`config.mk`:
```
export PLATFORM = sky130hd
export DESIGN_NAME = dlist_fetch
export DESIGN_NICKNAME = d
export VERILOG_FILES = /design/src/rtl/dlist_pkg.sv /design/src/rtl/dlist_addr.sv /design/src/rtl/dlist_regs.sv /design/src/rtl/dlist_ctrl.sv /design/src/rtl/dlist_fetch.sv
export SDC_FILE = /design/constraint.sdc
export NUM_CORES = 1
export LEC_CHECK = 0
export BUFFER_PORTS_ARGS = -buffer_cell sky130_fd_sc_hd__clkbuf_2
export CELL_PAD_IN_SITES_DETAIL_PLACEMENT = 0
export CELL_PAD_IN_SITES_GLOBAL_PLACEMENT = 1
export CORE_AREA = 3 3 275 277
export CTS_BUF_LIST = sky130_fd_sc_hd__clkbuf_8 sky130_fd_sc_hd__clkbuf_16
export DETAILED_ROUTE_END_ITERATION = 6
export DIE_AREA = 0 0 278 280
export GPL_TIMING_DRIVEN = 0
export PLACE_DENSITY = 0.72
export SETUP_SLACK_MARGIN = 0.5
export SLEW_MARGIN = 10
export SYNTH_ARGS = -nofsm -noshare
export SYNTH_HDL_FRONTEND = slang
export SYNTH_SLANG_ARGS = --single-unit
```
`constraint.sdc`:
```
create_clock -name clk -period 9 [get_ports clk]
set_input_delay 0.45 -clock clk [delete_from_list [all_inputs] [get_ports clk]]
set_output_delay 0.45 -clock clk [all_outputs]
set_load 0.02 [all_outputs]
```
`src/rtl/dlist_pkg.sv`:
```
package dlist_pkg;
  localparam int unsigned WORD_W     = 64;
  localparam int unsigned DESC_WORDS = 9;
  localparam int unsigned NDIM       = 4;
  localparam int unsigned IDX_W      = $clog2(DESC_WORDS);

  typedef enum logic [2:0] {
    ST_IDLE, ST_CNT_REQ, ST_CNT_WAIT, ST_WRD_REQ, ST_WRD_WAIT, ST_OFFER, ST_RUN
  } fsm_e;
endpackage

```
`src/rtl/dlist_addr.sv`:
```
module dlist_addr
  import dlist_pkg::*;
#(
  parameter int unsigned AW = 32
) (
  input  logic             clk,
  input  logic             rst_n,
  input  logic             base_ld,
  input  logic [AW-1:0]    base_in,
  input  logic             ptr_inc,
  input  logic             sel_cnt,
  output logic [AW-1:0]    mem_addr,
  output logic [IDX_W-1:0] word_idx,
  output logic             last_word
);
  logic [AW-1:0]    base_q, base_d, ptr_q, ptr_d;
  logic [IDX_W-1:0] idx_q, idx_d;

  always_comb begin
    base_d = base_q;
    ptr_d  = ptr_q;
    idx_d  = idx_q;
    if (base_ld) begin
      base_d = base_in;
      ptr_d  = base_in + AW'(1);
      idx_d  = '0;
    end else if (ptr_inc) begin
      ptr_d = ptr_q + AW'(1);
      idx_d = last_word ? '0 : idx_q + IDX_W'(1);
    end
  end

  always_ff @(posedge clk or negedge rst_n) begin
    if (!rst_n) begin
      base_q <= '0;
      ptr_q  <= '0;
      idx_q  <= '0;
    end else if (base_ld || ptr_inc) begin
      base_q <= base_d;
      ptr_q  <= ptr_d;
      idx_q  <= idx_d;
    end
  end

  assign last_word = (idx_q == IDX_W'(DESC_WORDS - 1));
  assign word_idx  = idx_q;
  assign mem_addr  = sel_cnt ? base_q : ptr_q;

  // Word index is advanced by the pointer logic; the capture side relies on it staying in range
  assert_idx_range_R4: assert property (@(posedge clk) disable iff (!rst_n)
    idx_q < IDX_W'(DESC_WORDS));
endmodule

```
`src/rtl/dlist_regs.sv`:
```
module dlist_regs
  import dlist_pkg::*;
(
  input  logic                           clk,
  input  logic                           rst_n,
  input  logic                           we,
  input  logic [IDX_W-1:0]               idx,
  input  logic [WORD_W-1:0]              wdata,
  output logic [DESC_WORDS*WORD_W-1:0]   words
);
  for (genvar g = 0; g < DESC_WORDS; g++) begin : g_word
    logic [WORD_W-1:0] q;
    always_ff @(posedge clk or negedge rst_n) begin
      if (!rst_n) q <= '0;
      else if (we && (idx == IDX_W'(g))) q <= wdata;
    end
    assign words[g*WORD_W +: WORD_W] = q;
  end
endmodule

```
`src/rtl/dlist_ctrl.sv`:
```
module dlist_ctrl
  import dlist_pkg::*;
#(
  parameter int unsigned CNT_W = 32
) (
  input  logic             clk,
  input  logic             rst_n,
  input  logic             start,
  input  logic             mem_rvalid,
  input  logic [CNT_W-1:0] cnt_word,
  input  logic             last_word,
  input  logic             desc_ready,
  input  logic             access_done,
  output logic             mem_req,
  output logic             sel_cnt,
  output logic             base_ld,
  output logic             ptr_inc,
  output logic             word_we,
  output logic             desc_valid,
  output logic             done
);
  fsm_e             state_q, state_d;
  logic [CNT_W-1:0] cnt_q, cnt_d, k_q, k_d;
  logic             done_q, done_d;

  always_comb begin
    state_d = state_q;
    cnt_d   = cnt_q;
    k_d     = k_q;
    done_d  = 1'b0;
    mem_req = 1'b0;
    sel_cnt = 1'b0;
    base_ld = 1'b0;
    ptr_inc = 1'b0;
    word_we = 1'b0;
    unique case (state_q)
      ST_IDLE: if (start) begin
        base_ld = 1'b1;
        state_d = ST_CNT_REQ;
      end
      ST_CNT_REQ: begin
        mem_req = 1'b1;
        sel_cnt = 1'b1;
        state_d = ST_CNT_WAIT;
      end
      ST_CNT_WAIT: begin
        sel_cnt = 1'b1;
        if (mem_rvalid) begin
          cnt_d = cnt_word;
          k_d   = '0;
          if (cnt_word == '0) begin
            done_d  = 1'b1;
            state_d = ST_IDLE;
          end else begin
            state_d = ST_WRD_REQ;
          end
        end
      end
      ST_WRD_REQ: begin
        mem_req = 1'b1;
        state_d = ST_WRD_WAIT;
      end
      ST_WRD_WAIT: if (mem_rvalid) begin
        word_we = 1'b1;
        ptr_inc = 1'b1;
        state_d = last_word ? ST_OFFER : ST_WRD_REQ;
      end
      ST_OFFER: if (desc_ready) state_d = ST_RUN;
      ST_RUN: if (access_done) begin
        if (k_q == cnt_q - CNT_W'(1)) begin
          done_d  = 1'b1;
          state_d = ST_IDLE;
        end else begin
          k_d     = k_q + CNT_W'(1);
          state_d = ST_WRD_REQ;
        end
      end
      default: state_d = ST_IDLE;
    endcase
  end

  always_ff @(posedge clk or negedge rst_n) begin
    if (!rst_n) begin
      state_q <= ST_IDLE;
      cnt_q   <= '0;
      k_q     <= '0;
      done_q  <= 1'b0;
    end else begin
      state_q <= state_d;
      cnt_q   <= cnt_d;
      k_q     <= k_d;
      done_q  <= done_d;
    end
  end

  assign desc_valid = (state_q == ST_OFFER);
  assign done       = done_q;

  // The descriptor index never passes the count while a list is active
  assert_k_bound_R9: assert property (@(posedge clk) disable iff (!rst_n)
    (state_q == ST_OFFER) |-> (k_q < cnt_q));
endmodule

```
`src/rtl/dlist_fetch.sv`:
```
module dlist_fetch
  import dlist_pkg::*;
#(
  parameter int unsigned AW    = 32,
  parameter int unsigned CNT_W = 32
) (
  input  logic                   clk,
  input  logic                   rst_n,
  input  logic                   start,
  input  logic [AW-1:0]          list_base,
  output logic                   mem_req,
  output logic [AW-1:0]          mem_addr,
  input  logic                   mem_rvalid,
  input  logic [63:0]            mem_rdata,
  output logic                   desc_valid,
  input  logic                   desc_ready,
  output logic [63:0]            desc_base,
  output logic [NDIM*64-1:0]     desc_stride,
  output logic [NDIM*64-1:0]     desc_size,
  input  logic                   access_done,
  output logic                   done
);
  logic                          sel_cnt, base_ld, ptr_inc, word_we, last_word;
  logic [IDX_W-1:0]              word_idx;
  logic [DESC_WORDS*WORD_W-1:0]  words;

  dlist_ctrl #(.CNT_W(CNT_W)) u_ctrl (
    .clk(clk), .rst_n(rst_n), .start(start), .mem_rvalid(mem_rvalid),
    .cnt_word(mem_rdata[CNT_W-1:0]), .last_word(last_word),
    .desc_ready(desc_ready), .access_done(access_done), .mem_req(mem_req),
    .sel_cnt(sel_cnt), .base_ld(base_ld), .ptr_inc(ptr_inc), .word_we(word_we),
    .desc_valid(desc_valid), .done(done)
  );

  dlist_addr #(.AW(AW)) u_addr (
    .clk(clk), .rst_n(rst_n), .base_ld(base_ld), .base_in(list_base),
    .ptr_inc(ptr_inc), .sel_cnt(sel_cnt), .mem_addr(mem_addr),
    .word_idx(word_idx), .last_word(last_word)
  );

  dlist_regs u_regs (
    .clk(clk), .rst_n(rst_n), .we(word_we), .idx(word_idx),
    .wdata(mem_rdata), .words(words)
  );

  assign desc_base = words[0 +: WORD_W];
  for (genvar d = 0; d < NDIM; d++) begin : g_dim
    assign desc_stride[d*WORD_W +: WORD_W] = words[(2*d+1)*WORD_W +: WORD_W];
    assign desc_size[d*WORD_W +: WORD_W]   = words[(2*d+2)*WORD_W +: WORD_W];
  end

  // Checker state: outstanding read and address history
  logic          pend_q, have_prev_q;
  logic [AW-1:0] prev_q, lbase_q;
  always_ff @(posedge clk or negedge rst_n) begin
    if (!rst_n) begin
      pend_q      <= 1'b0;
      have_prev_q <= 1'b0;
      prev_q      <= '0;
      lbase_q     <= '0;
    end else begin
      if (mem_req) pend_q <= 1'b1;
      else if (mem_rvalid) pend_q <= 1'b0;
      if (base_ld) begin
        have_prev_q <= 1'b0;
        lbase_q     <= list_base;
      end else if (mem_req) begin
        have_prev_q <= 1'b1;
        prev_q      <= mem_addr;
      end
    end
  end

  assert_single_req_R5: assert property (@(posedge clk) disable iff (!rst_n)
    mem_req |-> !pend_q);
  assert_first_addr_R2: assert property (@(posedge clk) disable iff (!rst_n)
    (mem_req && !have_prev_q) |-> (mem_addr == lbase_q));
  assert_addr_step_R4: assert property (@(posedge clk) disable iff (!rst_n)
    (mem_req && have_prev_q) |-> (mem_addr == prev_q + AW'(1)));
  assert_offer_hold_R7: assert property (@(posedge clk) disable iff (!rst_n)
    (desc_valid && !desc_ready) |=> (desc_valid && $stable(desc_base)
      && $stable(desc_stride) && $stable(desc_size)));
  assert_quiet_offer_R8: assert property (@(posedge clk) disable iff (!rst_n)
    desc_valid |-> !mem_req);
  assert_done_pulse_R9: assert property (@(posedge clk) disable iff (!rst_n)
    done |=> !done);
endmodule

```
; After elaboration in Yosys (flattened, before gate mapping)
; Index checks and enable logic that the tools add are counted.
[classes]
n_addsub = 5
n_eq_ne = 21
n_mux = 30
reduce_logical = 22
[op_table]
columns = cell, n
row1 = $mux 32, 6
row2 = $add 32x1->32 const B, 3
row3 = $pmux 32 s2, 1
row4 = $eq 32x32->1, 1
row5 = $logic_not 32->1, 1
row6 = $sub 32x1->32 const B, 1
row7 = $pmux 3 s7, 1
row8 = $mux 3, 6
row9 = $eq 4x3->1 const B, 4
row10 = $mux 4, 3
row11 = $mux 1, 10
row12 = $ne 2x2->1 const B, 5
row13 = $eq 3x3->1 const B, 3
row14 = $logic_and 1x1->1, 9
row15 = $eq 4x2->1 const B, 2
row16 = $eq 3x2->1 const B, 2
row17 = $reduce_and 2->1, 3
row18 = $reduce_and 5->1, 1
row19 = $add 4x1->4 const B, 1
row20 = $eq 4x1->1 const B, 1
row21 = $eq 4x4->1 const B, 1
row22 = $logic_not 4->1, 1
row23 = $mux 2, 2
row24 = $reduce_and 4->1, 1
row25 = 7 further kinds, 9
[word_totals]
reg_bits = 712
output_inout_bits = 611

; Longest topological paths before layout
[depth]
depth_word = 5
depth_mapped = 16

; By module
; A second synthesis with hierarchy kept.
[unflattened]
hier_cells = 2236
area_unflattened_um2 = 30669.4
[by_module_without_submodules]
columns = mod, instances, cells_each, area_per_inst_um2
row1 = dlist_regs, 1, 1226, 21588.2
row2 = dlist_addr, 1, 458, 4558.1
row3 = dlist_ctrl, 1, 552, 4523.1

; Worst setup path after synthesis
; OpenSTA, ideal clock, no wires.
[synth_path]
kind = input to register
start = in start
end = reg u_addr.ptr_q[30]
setup_ns = 0.077
t_arrival_ns = 4.017
required_ns = 8.923
setup_slack_ns = 4.906
path_stages = 15
path_cell_list = nor4b_1 > clkbuf_1 > clkbuf_1 > clkbuf_1 > clkbuf_1 > nand2_1 > nand2_1 > ha_1 > clkbuf_1 > o221ai_1 > or2_1 > a211o_1 > or3_1 > mux2_1 > a21oi_1
[synth_between]
elab_chain_len = 4
elab_cells_between_ends = 6
[synth_rtl]
columns = item, line
row1 = "start, declared", dlist_fetch.sv:9  ; input logic start,
row2 = $mux 1 *, dlist_ctrl.sv:37  ; ST_IDLE: if (start) begin
row3 = $mux 1 *, dlist_ctrl.sv:36  ; unique case (state_q)
row4 = $reduce_bool 2->1 (no line) or $logic_or 1x1->1 (tied branches), -
row5 = $reduce_and 2->1 (no line), -
row6 = "end signal, assigned", dlist_addr.sv:40  ; ptr_q <= ptr_d;
row7 = "end, declared", dlist_addr.sv:16  ; logic [AW-1:0] base_q, base_d, ptr_q, ptr_d;
; Mark *: on every way between the ends. The rest lies on a longest branch, timed or not.
; A chain may end at the register's enable or synchronous reset.

; Worst setup path in the final report
[layout_path]
start = reg u_ctrl.state_q[1]
end = reg u_addr.ptr_q[30]
[layout_between]
elab_chain_len = 4
elab_cells_between_ends = 8
[layout_rtl]
columns = item, line
row1 = "start, declared", dlist_ctrl.sv:22  ; fsm_e state_q, state_d;
row2 = "start signal, assigned", dlist_ctrl.sv:89  ; state_q <= state_d;
row3 = $eq 3x3->1 or $logic_not 3->1 (tied branches), dlist_ctrl.sv:36
row4 = $mux 1, dlist_ctrl.sv:36
row5 = $reduce_bool 2->1 (no line) or $logic_or 1x1->1 (tied branches), -
row6 = $reduce_and 2->1 (no line), -
; Several ways; a longest one is shown, not always the timed one.

==> results.yml <==
worst_setup_path:
  r2r-end: "u_addr.ptr_q[30]"
  worst-r2r-setup-slack_ps: 2930
  max_stage_delay_ps: 670
  required_ps: 9550
  crit_fanout: 10
  cp_cell_sequence: "nor4b_1, clkbuf_1, clkbuf_1, clkbuf_1, clkbuf_1, nand2_1, nand2_1, ha_1, clkbuf_1, o221ai_1, or2_1, a211o_1, or3_1, mux2_1, a21oi_1"
  end_kind: "register"
  crit_path_frequent_cell: "clkbuf_1"
  r2r-start: "u_ctrl.state_q[1]"
  startpoint_type: "register"
  critical-path-slowest-cell: "nor4b_1"
  arrival_ps: 6620
  r2r_cells: 15
  criticalPathCategory: "register to register"
placed_design:
  place_area_um2: 35000
  dpl.hpwl_um: 81200
  dp_slack_ps: 2790
  gp_congestion: 0.881
  place_inst: 3983
  numPortBuffers: 712
clock_tree:
  cts_inserted_buffers: 79
  cts_sinks: 712
  postCtsSetupBuffers: 0
  clk_latency_ps: 630
  postCtsResizedCells: 0
  cts_tree: "yes"
  clk_pin_slew_ps: 60
  cts_root_buf: "clkbuf_16"
  cts_buffer_depth: 3
  cts-htree-levels: 3
layout:
  layoutNonFillerInstCount: 4133
  final_nets: 3215
  drive_gt1_share_pct: 46.6
  final_util_pct: 51.7
  syn2layout_area_growth_pct: 26.0
  final_area_um2: 37800
drt:
  viasPerCell: 5.37
  detail-route-antenna-nets: 0
  drt-total-wl_um: 109000
  drt_iter0_drc: 1299
  wl_per_cell_um: 26.3
  first_pass_iters: 7
  num_vias: 22200
  drcViolationCount: 0
global_routing:
  antenna_found_initial: 10
  grt_util_all_layers_pct: 27.6
  grt_overflow: 0
  grt_pass1_wl_um: 161000
  grt_pass1_vias: 23500
  grt_max_degree: 108
worst_hold_path:
  min-delay-start: "list_base[19]"
  min_to: "u_addr.base_q[19]"
  min_path_type: "input port to register"
  hold_depth: 3
power:
  powerDensity_nw_per_um2: 294
  total_power_mw: 11.1
  peakVddDrop_mv: 0.182
  p_leak_nw: 19.7
yosys:
  syn_area_um2: 30000
  ys_seq_area_share_pct: 59.4
  synthMostInstantiatedCell: "dfrtp_1"
  yosysTopAreaCellShare_pct: 59.4
  ys_seq_elements: 712
  netlist.top_cell.by_area: "dfrtp_1"
  avgSynthCellArea_um2: 13.0
  synthArstFlopShare_pct: 100
  synth_cell_types: 64
  synthCells: 2303
  syn-num-nets: 2412
  synthTopCellsByCount: "dfrtp_1 (712), mux2_2 (610), nand2_1 (256), clkbuf_1 (137), nor2_1 (77)"
  yosys-top-cells-area: "dfrtp_1 (59%), mux2_2 (23%), nand2_1 (3.2%), clkbuf_1 (1.7%), xor2_1 (1.6%)"
  synth_ff_type: "dfrtp_1"
  synth-edff-count: 0
  yosysWarnings: 0
run:
  cap_violations: 0
floorplan:
  initial_core_util_pct: 41.0
  coreArea_um2: 73100
  die-height_um: 280
  num_rows: 99
  dieArea_um2: 77800
  io_pins: 713
  die-width_um: 278
timing:
  finalSetupViolCount: 0
  timing.fmax_mhz: 165
  timing.final.ws_setup_ps: 2930
  tns_ps: 0
  hold_viol: 0
  clock_skew_ps: 28.2
  slew_violations: 0
  whs_ps: 57.9
  tightest_slew_ps: 1250
  finalCritPeriodShare_pct: 67.4
  period_minus_slack_ps: 6070
  slew_headroom_pct: 16.1
  rsz0062_at_grt: "no"
run_status:
  status: "finished clean"
## cells by family (layout without fill, tap and decap cells)
family	count (synthesis)	after routing	share of synthesized area, %
flip-flops	712	712	59.4
adder cells (fa/ha/maj)	7	7	0.292
buffers and inverters	157	1023	2.04
XOR/XNOR	104	104	3.08
multiplexers	617	617	23.2
other	0	5	0
AND/OR/NAND/NOR	551	551	8.85
AO/OA/AOI/OAI	155	155	3.12
## layer usage
metal	up-vias	global-route usage [%]	wire [um]
met5	-	0	0
met4	0	10.0	3770
met3	170	7.53	8050
met2	745	48.1	55200
met1	11600	32.8	41900
li1	9685	-	-
## what timing repair did
item                                    in CTS  in global routing
endpoints found under the setup margin       0                  0
hold endpoints to repair                    38                  0
hold buffers                                 1                  0
## layout make-up
cell class,count,area [um2]
Antenna cell,5,12.5
Buffer,147,574
Clock buffer,91,2140
Clock inverter,53,613
Fill cell,6489,35300
Inverter,10,37.5
Multi-Input combinational cell,1434,11600
Sequential cell,712,17800
Tap cell,959,1200
Timing Repair Buffer,722,3820
## where the power goes
part           leakage [nW]  switching, mW  internal, mW
clock network          1.42           1.41          2.01
logic                  8.74           2.13          1.23
registers              9.56          0.474          3.85
total                  19.7           4.01          7.09
## how the worst max path moves through the flow
stage	slack (ps)	startpoint	cells after the start	end
after global placement	-8830	rst_n	1	u_regs.g_word[7].q[49]
after floorplan	4910	start	15	u_addr.ptr_q[30]
after detailed placement	2790	start	16	u_addr.ptr_q[30]
after global routing	2680	u_ctrl.state_q[0]	16	u_addr.ptr_q[28]
final	2930	u_ctrl.state_q[1]	15	u_addr.ptr_q[30]
after CTS	2880	u_ctrl.state_q[1]	15	u_addr.ptr_q[30]
## registers in the layout, indices dropped and copies added, names as in the netlist
name             flops
u_ctrl.k_q          32
u_ctrl.done          1
u_addr.word_idx      4
u_ctrl.cnt_q        32
u_addr.base_q       32
u_ctrl.state_q       3
u_addr.ptr_q        32
u_regs.g_word.q    576
## critical path: cells and delay by family, from the launching register on
kind	cells	cell delay, ps
buf+inv	5	2510
simple gates	5	1700
compound gates	3	930
flops	1	390
mux	1	320
fa+ha+maj	1	130
## cells in the final DEF (no fill, tap or decap), types with 16 or more instances in the layout
cell type and n:
dfrtp_1 712, clkbuf_2 711, mux2_2 610, nand2_1 256
clkbuf_1 137, clkbuf_16 79, nor2_1 76, a21oi_1 62
xor2_1 54, xnor2_1 49, nand3_1 44, o21ai_0 29
inv_1 27, or3_1 26, nor3_1 26, nand4_1 24
nor4_1 23, or4_1 20, clkinv_2 16
(Power assumes the default switching activity.)
